[config.mk]
export PLATFORM = sky130hd
export DESIGN_NAME = irq_vector_ctrl
export DESIGN_NICKNAME = d
export VERILOG_FILES = /design/src/rtl/ivc_pkg.sv /design/src/rtl/ivc_flag_bank.sv /design/src/rtl/ivc_enable_reg.sv /design/src/rtl/ivc_arbiter.sv /design/src/rtl/irq_vector_ctrl.sv
export SDC_FILE = /design/constraint.sdc
export NUM_CORES = 1
export LEC_CHECK = 0
export BUFFER_PORTS_ARGS = -buffer_cell sky130_fd_sc_hd__buf_2
export CORE_MARGIN = 2
export CORE_UTILIZATION = 38
export DETAILED_ROUTE_END_ITERATION = 8
export PLACE_DENSITY = 0.75
export SETUP_SLACK_MARGIN = 0.5
export SYNTH_ARGS = -nofsm -noshare
export SYNTH_HDL_FRONTEND = slang
export SYNTH_SLANG_ARGS = --single-unit
[constraint.sdc]
create_clock -name clk -period 1.3 [get_ports clk]
set_clock_uncertainty 0.15 [all_clocks]
set_input_delay 0 -clock clk [delete_from_list [all_inputs] [get_ports clk]]
set_output_delay 0 -clock clk [all_outputs]
set_load 0.01 [all_outputs]
[src/rtl/ivc_pkg.sv]
package ivc_pkg;
  // Fixed register positions shared by the controller and its checker.
  localparam int GIE_BIT = 0;
  localparam int EN_LSB  = 1;

  // Source index, also the arbitration rank (lower wins).
  typedef enum int {
    SRC_USB  = 0,
    SRC_TMR0 = 1,
    SRC_TMR1 = 2
  } ivc_src_e;
endpackage

[src/rtl/ivc_flag_bank.sv]
module ivc_flag_bank #(
  parameter int NUM_SRC = 3
) (
  input  logic               clk,
  input  logic               rst,
  input  logic [NUM_SRC-1:0] evt,
  input  logic               wr_en,
  input  logic [NUM_SRC-1:0] wr_flags,
  input  logic [NUM_SRC-1:0] entry_clr,
  output logic [NUM_SRC-1:0] flags_q
);
  // Precedence per flag: event set, then entry clear, then firmware write.
  for (genvar gi = 0; gi < NUM_SRC; gi++) begin : g_flag
    always_ff @(posedge clk) begin
      if (rst)                flags_q[gi] <= 1'b0;
      else if (evt[gi])       flags_q[gi] <= 1'b1;
      else if (entry_clr[gi]) flags_q[gi] <= 1'b0;
      else if (wr_en)         flags_q[gi] <= wr_flags[gi];
    end
  end
endmodule

[src/rtl/ivc_enable_reg.sv]
module ivc_enable_reg #(
  parameter int NUM_SRC = 3
) (
  input  logic               clk,
  input  logic               rst,
  input  logic               wr_en,
  input  logic               wr_gie,
  input  logic [NUM_SRC-1:0] wr_src_en,
  input  logic               entry,
  output logic               gie_q,
  output logic [NUM_SRC-1:0] src_en_q
);
  // Entry drops the global enable and beats a concurrent write.
  always_ff @(posedge clk) begin
    if (rst)         gie_q <= 1'b0;
    else if (entry)  gie_q <= 1'b0;
    else if (wr_en)  gie_q <= wr_gie;
  end

  always_ff @(posedge clk) begin
    if (rst)        src_en_q <= '0;
    else if (wr_en) src_en_q <= wr_src_en;
  end
endmodule

[src/rtl/ivc_arbiter.sv]
module ivc_arbiter #(
  parameter int NUM_SRC  = 3,
  parameter int VEC_W    = 8,
  parameter int VEC_BASE = 4,
  parameter int VEC_STEP = 4
) (
  input  logic [NUM_SRC-1:0] req,
  output logic [NUM_SRC-1:0] grant,
  output logic               any,
  output logic [VEC_W-1:0]   vec
);
  // Fixed priority: index 0 highest.
  for (genvar gi = 0; gi < NUM_SRC; gi++) begin : g_rank
    if (gi == 0) begin : g_top
      assign grant[gi] = req[gi];
    end else begin : g_low
      assign grant[gi] = req[gi] & ~(|req[gi-1:0]);
    end
  end

  assign any = |req;

  always_comb begin
    vec = '0;
    for (int i = 0; i < NUM_SRC; i++) begin
      if (grant[i]) vec = vec | VEC_W'(VEC_BASE + i * VEC_STEP);
    end
  end
endmodule

[src/rtl/irq_vector_ctrl.sv]
module irq_vector_ctrl #(
  parameter int USB_EVT_N = 4,
  parameter int NUM_TMR   = 2,
  parameter int REG_W     = 8,
  parameter int VEC_W     = 8,
  parameter int VEC_BASE  = 4,
  parameter int VEC_STEP  = 4
) (
  input  logic                 clk,
  input  logic                 rst,
  input  logic [USB_EVT_N-1:0] usb_evt,
  input  logic [NUM_TMR-1:0]   tmr_ovf,
  input  logic                 stack_full,
  input  logic                 reg_we,
  input  logic [REG_W-1:0]     reg_wdata,
  output logic [REG_W-1:0]     reg_rdata,
  output logic                 irq_ack,
  output logic [VEC_W-1:0]     irq_vector,
  output logic                 wake
);
  import ivc_pkg::*;

  localparam int NUM_SRC  = 1 + NUM_TMR;
  localparam int FLAG_LSB = EN_LSB + NUM_SRC;
  localparam int USED_W   = FLAG_LSB + NUM_SRC;

  logic [NUM_SRC-1:0] src_evt;
  logic [NUM_SRC-1:0] flags_q;
  logic [NUM_SRC-1:0] src_en_q;
  logic               gie_q;
  logic [NUM_SRC-1:0] eligible;
  logic [NUM_SRC-1:0] grant;
  logic               grant_any;
  logic [VEC_W-1:0]   grant_vec;
  logic               ack_q;
  logic [VEC_W-1:0]   vec_q;

  // Any USB condition raises the single USB request.
  assign src_evt[SRC_USB]       = |usb_evt;
  assign src_evt[NUM_SRC-1:1]   = tmr_ovf;

  ivc_flag_bank #(.NUM_SRC(NUM_SRC)) flags_i (
    .clk       (clk),
    .rst       (rst),
    .evt       (src_evt),
    .wr_en     (reg_we),
    .wr_flags  (reg_wdata[FLAG_LSB +: NUM_SRC]),
    .entry_clr (grant),
    .flags_q   (flags_q)
  );

  ivc_enable_reg #(.NUM_SRC(NUM_SRC)) enables_i (
    .clk       (clk),
    .rst       (rst),
    .wr_en     (reg_we),
    .wr_gie    (reg_wdata[GIE_BIT]),
    .wr_src_en (reg_wdata[EN_LSB +: NUM_SRC]),
    .entry     (grant_any),
    .gie_q     (gie_q),
    .src_en_q  (src_en_q)
  );

  // Stack guard: nothing is eligible while the core cannot push.
  assign eligible = (gie_q && !stack_full) ? (flags_q & src_en_q) : '0;

  ivc_arbiter #(
    .NUM_SRC  (NUM_SRC),
    .VEC_W    (VEC_W),
    .VEC_BASE (VEC_BASE),
    .VEC_STEP (VEC_STEP)
  ) arb_i (
    .req   (eligible),
    .grant (grant),
    .any   (grant_any),
    .vec   (grant_vec)
  );

  always_ff @(posedge clk) begin
    if (rst) begin
      ack_q <= 1'b0;
      vec_q <= '0;
    end else begin
      ack_q <= grant_any;
      vec_q <= grant_any ? grant_vec : '0;
    end
  end

  assign irq_ack    = ack_q;
  assign irq_vector = vec_q;
  assign wake       = |flags_q;
  assign reg_rdata  = REG_W'({flags_q, src_en_q, gie_q});

  if (REG_W > USED_W) begin : g_spare
    logic unused_wdata_hi;
    assign unused_wdata_hi = ^reg_wdata[REG_W-1:USED_W];
  end
endmodule

After elaboration in Yosys (flattened, before gate mapping) --
Index checks and enable logic that the tools add are counted.
Word-level totals: latch bits 0, bits of input ports 18, RAM bits 0, word-level logic and storage cells 37, register bits 16, output and inout port bits 18, memory bits (read-only) 0, memories 0
Operators by class: bitwise gates (word level) 6, magnitude comparators 0, reductions and logical operators 11, multiplexer cells 13, shifts and indexed selects 0, div/mod/pow operators 0, multiply operators 0, add/subtract/negate cells 0, eq/ne operators 0
Operators by type and width (number):
- two-way mux 1 bit | 9
- nonzero test 3 bit | 3
- two-way mux 4 bit | 2
- OR reduction 4 bit | 2
- two-way mux 3 bit | 2
- OR reduction 3 bit | 2
- OR reduction 2 bit | 2
- AND 3 bit | 1
- NOT 1 bit | 3
- AND 1 bit | 2
- logical AND 1 bit | 1
- zero test 1 bit | 1

Logic depth before layout (Yosys ltp) --
depth in word-level cells 8, depth in mapped cells 4, gate-level depth less buffers 3

Hierarchy --
A second synthesis with hierarchy kept.
Second synthesis, totals: cell total of the unflattened synthesis 66, area, all modules 689.4 um^2
By module, submodules not included:
- irq_vector_ctrl | cells each 26, sequential area each 180.2 um^2, times used 1, area each 319.1 um^2
- ivc_enable_reg | cells each 13, sequential area each 80.1 um^2, times used 1, area each 146.4 um^2
- ivc_flag_bank | cells each 12, sequential area each 60.1 um^2, times used 1, area each 131.4 um^2
- ivc_arbiter | cells each 15, sequential area each 0.0 um^2, times used 1, area each 92.6 um^2

Worst setup path after synthesis --
Ideal clock, no wire load.
kind flip-flop to flip-flop, start reg flags_i.flags_q[1], end reg flags_i.flags_q[1], period minus slack after synthesis 1112 ps, arrival time 840 ps, setup slack 188 ps, data required time 1028 ps, setup time 122 ps, stages on the path, launching flop included 4, buffers on the path 0, path through dfxtp_1 nor2b_1 a211o_1 o311a_1
On the way: longest elaborated chain between the ends 5, elaborated cells between the ends (all ways) 6, those cells by class mux: 3; bitwise: 2; reduce/logical: 1
Ends and longest elaborated chain:
- start: declaration | RTL line ivc_flag_bank.sv:10 | output logic [NUM_SRC-1:0] flags_q
- start signal: indexed assignment | RTL line ivc_flag_bank.sv:18 | else if (wr_en) flags_q[gi] <= wr_flags[gi];
- AND 3 bit * | RTL line irq_vector_ctrl.sv:64 | assign eligible = (gie_q && !stack_full) ? (flags_q & src_en_q) : '0;
- two-way mux 3 bit * | RTL line irq_vector_ctrl.sv:64
- AND 1 bit * | RTL line ivc_arbiter.sv:17 | assign grant[gi] = req[gi] & ~(|req[gi-1:0]);
- two-way mux 1 bit | RTL line ivc_flag_bank.sv:17 | else if (entry_clr[gi]) flags_q[gi] <= 1'b0;
- two-way mux 1 bit | RTL line ivc_flag_bank.sv:16 | else if (evt[gi]) flags_q[gi] <= 1'b1;
Mark *: on every way between the ends. The rest lies on a longest branch, timed or not. A chain may end at the register's enable or synchronous reset.

Final worst setup path --
start reg flags_i.flags_q[1], end out wake
On the way: longest elaborated chain between the ends 1
Ends and longest elaborated chain:
- OR reduction 3 bit | RTL line irq_vector_ctrl.sv:90 | assign wake = |flags_q;
- end: declaration | RTL line irq_vector_ctrl.sv:19 | output logic wake
Every way passes these cells.

==> impl_metrics.py <==
metrics = {
    "clock_tree": {
        "h-tree-depth": 1,
        "cts_buffers": 3,
        "clockBufferDepth": 2,
        "clk_pin_slew_ns": 0.07,
        "cts_sinks": 10,
        "worstSkewPairLatency_ns": 0.26,
        "cts_tree": "yes",
        "cts_root_buf": "clkbuf_4",
    },
    "power_and_ir_drop": {
        "ir_drop_uv": 663,
        "power_density_nw_per_um2": 944,
        "switching_power_mw": 0.205,
        "power.share.clock": 0.353,
        "p_leak_nw": 0.416,
        "p_comb_frac": 0.227,
        "p_sw_frac": 0.257,
        "p_int_mw": 0.591,
        "power_frac_seq": 0.420,
    },
    "timing": {
        "fmaxAchievable_mhz": 789,
        "hold_ws_ns": -0.183,
        "setup_viol": 0,
        "hold_violations": 10,
        "setup_tns_ns": 0,
        "layout_min_cycle_time_ns": 1.27,
        "maxSlewViolCount": 0,
        "period_share": 0.975,
        "fin_ws_ns": 0.0326,
        "rsz0062_at_grt": "true",
    },
    "floorplanning": {
        "io_pins": 36,
        "initial_core_util": 0.397,
        "core_sq_um": 1270,
        "die_x_um": 40.4,
        "die_y_um": 40.4,
        "placementRows": 13,
        "die_area_sq_um": 1630,
    },
    "yosys": {
        "yosysTopAreaCell": "dfxtp_1",
        "yosysWarnings": 0,
        "synth_seq_cells": 10,
        "synthArstFlopShare": 0,
        "synth_area_leaders": "dfxtp_1 (40%), buf_4 (12%), mux2i_1 (9.9%)",
        "synth_xor_area_frac": 0,
        "avgSynthCellArea_sq_um": 9.70,
        "synth_compound_area_frac": 0.156,
        "post-synth-top-count-cell": "dfxtp_1",
        "synth_commonest_cells": "dfxtp_1 (10), buf_4 (8), mux2i_1 (5), a21oi_1 (3), nor2_1 (3)",
        "syn-instance-count": 52,
        "ys_types": 24,
        "yosys.area_share.simple": 0.176,
        "synth_ff_type": "dfxtp_1",
        "synth_top_family_by_area": "simple AND/OR/NAND/NOR gates",
        "synth_mux_area_frac": 0.0993,
        "synth_fa_ha_area_frac": 0,
        "synth_area_sq_um": 504,
        "yosysTopAreaCellShare": 0.397,
        "seq_area_frac_synth": 0.397,
        "synth-edff-count": 0,
    },
    "min_path": {
        "hold_class": "in -> reg",
        "hold_end": "enables_i.src_en_q[0]",
        "worstHoldStart": "reg_wdata[1]",
        "whs_path_depth": 3,
    },
    "critical_path": {
        "crit_arrival_ns": 1.12,
        "cp-end-kind": "output pin",
        "reg2reg_to": "flags_i.flags_q[1]",
        "r2r_setup_slack_ns": 0.08,
        "critical_path_class": "reg -> out",
        "start_kind": "flop",
        "cp.required_ns": 1.15,
        "r2r_start": "flags_i.flags_q[1]",
        "crit_fanout": 2,
        "reg2reg_depth": 4,
    },
    "cells_and_area": {
        "drive_gt1_frac": 0.655,
        "fin_cells": 102,
        "fin_nets": 106,
        "antenna_cells": 0,
        "area_growth_pct": 67.0,
        "fillers": 107,
    },
    "placed_design": {
        "dp_cells": 90,
        "portBuffers": 27,
        "place_ws_ns": 0.188,
        "place.gp.congestion": 0.682,
        "detailed_place_hpwl_um": 765,
    },
    "route": {
        "dr.first_iter.drc_count": 4,
        "vias_per_cell": 4.68,
        "drc": 0,
        "firstDrtPassIters": 3,
        "postRouteAntennaNets": 0,
        "vias": 477,
        "wl_per_cell_um": 11.7,
        "routed_wl_mm": 1.20,
    },
    "grt": {
        "track_usage": 0.158,
        "grt_max_degree": 11,
        "grt_pass1_wl_mm": 1.66,
        "antenna_found_initial": 0,
        "grt_overflow_total": 0,
        "grt_pass1_vias": 375,
    },
    "status": {
        "status": "complete, but fails checks",
        "violations": "negative hold slack",
    },
    "job": {
        "maxCapViolCount": 0,
    },
}
flip-flops by register name (all words and copies together), names as in the netlist:
name                count
enables_i.src_en_q      3
flags_i.flags_q         3
irq_vector              2
enables_i.gie_q         1
irq_ack                 1
worst max-delay path: stages, from the launching register on:
cell     delay [ns]
dfxtp_4        0.34
or3_4          0.38
buf_6          0.13
final cells by class:
type                    count  area [sq um]  area share
multi-input cells          36           288       0.342
repair buffers             35           265       0.315
flip-flops and latches     10           226       0.269
clock buffers               4          36.3      0.0431
well taps                  15          18.8      0.0223
inverters                   2          7.51     0.00892
power groups by stage:
| stage | logic [mW] | registers, mW | clock network (mW) |
|---|---|---|---|
| 2_1_floorplan | 0.0835 | 0.351 | 0 |
| 3_3_place_gp | 0.112 | 0.346 | 0 |
| 3_5_place_dp | 0.115 | 0.346 | 0 |
| 4_1_cts | 0.148 | 0.335 | 0.291 |
| 5_1_grt | 0.198 | 0.336 | 0.302 |
| 6_report | 0.180 | 0.334 | 0.281 |
layout by cell type (no fill, tap or decap), drive strengths merged:
master  count
a211o       1
or3         1
nor4        1
a211oi      2
o311a       1
a22oi       1
mux2i       5
nand3       1
a21oi       3
nand2b      3
dfxtp      10
clkbuf      4
o221ai      1
nor3        2
conb        7
nor2        3
o31a        1
inv         2
nand2       2
buf        35
nor2b       1
per-stage QoR:
stage | power, mW | cell area, sq um | utilization
6_report | 0.795 | 842 | 0.664
5_1_grt | 0.836 | 842 | 0.664
2_1_floorplan | 0.434 | 563 | -
3_5_place_dp | 0.461 | 642 | 0.506
3_3_place_gp | 0.458 | 642 | 0.506
4_1_cts | 0.775 | 761 | 0.600
cell families after synthesis:
family | after synthesis
simple gates | 14
other cells | 1
compound gates | 10
flops | 10
mux | 5
buf+inv | 12
per-layer routing:
metal / vias to the layer above / part of all wire / wire [um] / GRT usage
met3: 2 / 0.054 / 64 / 0.0333
li1: 240 / - / - / -
met2: 21 / 0.51 / 612 / 0.242
met1: 214 / 0.42 / 505 / 0.189
met5: - / 0 / 0 / 0
met4: 0 / 0.012 / 14 / 0.125
worst max path at each step:
stage / startpoint / end / cells past startpoint
floorplan: enables_i.gie_q / flags_i.flags_q[1] / 3
CTS: flags_i.flags_q[1] / wake / 2
global route: flags_i.flags_q[1] / wake / 2
global placement: enables_i.gie_q / flags_i.flags_q[1] / 3
detailed placement: enables_i.gie_q / flags_i.flags_q[1] / 3
finish: flags_i.flags_q[1] / wake / 2
timing repair:
item	in CTS	in global routing
endpoints found under the hold margin	10	10
resized for setup	12	6
pin swaps	5	1
setup endpoints to repair	18	21
buffers inserted	3	5
Note: power is estimated with default switching activity, not from simulation.
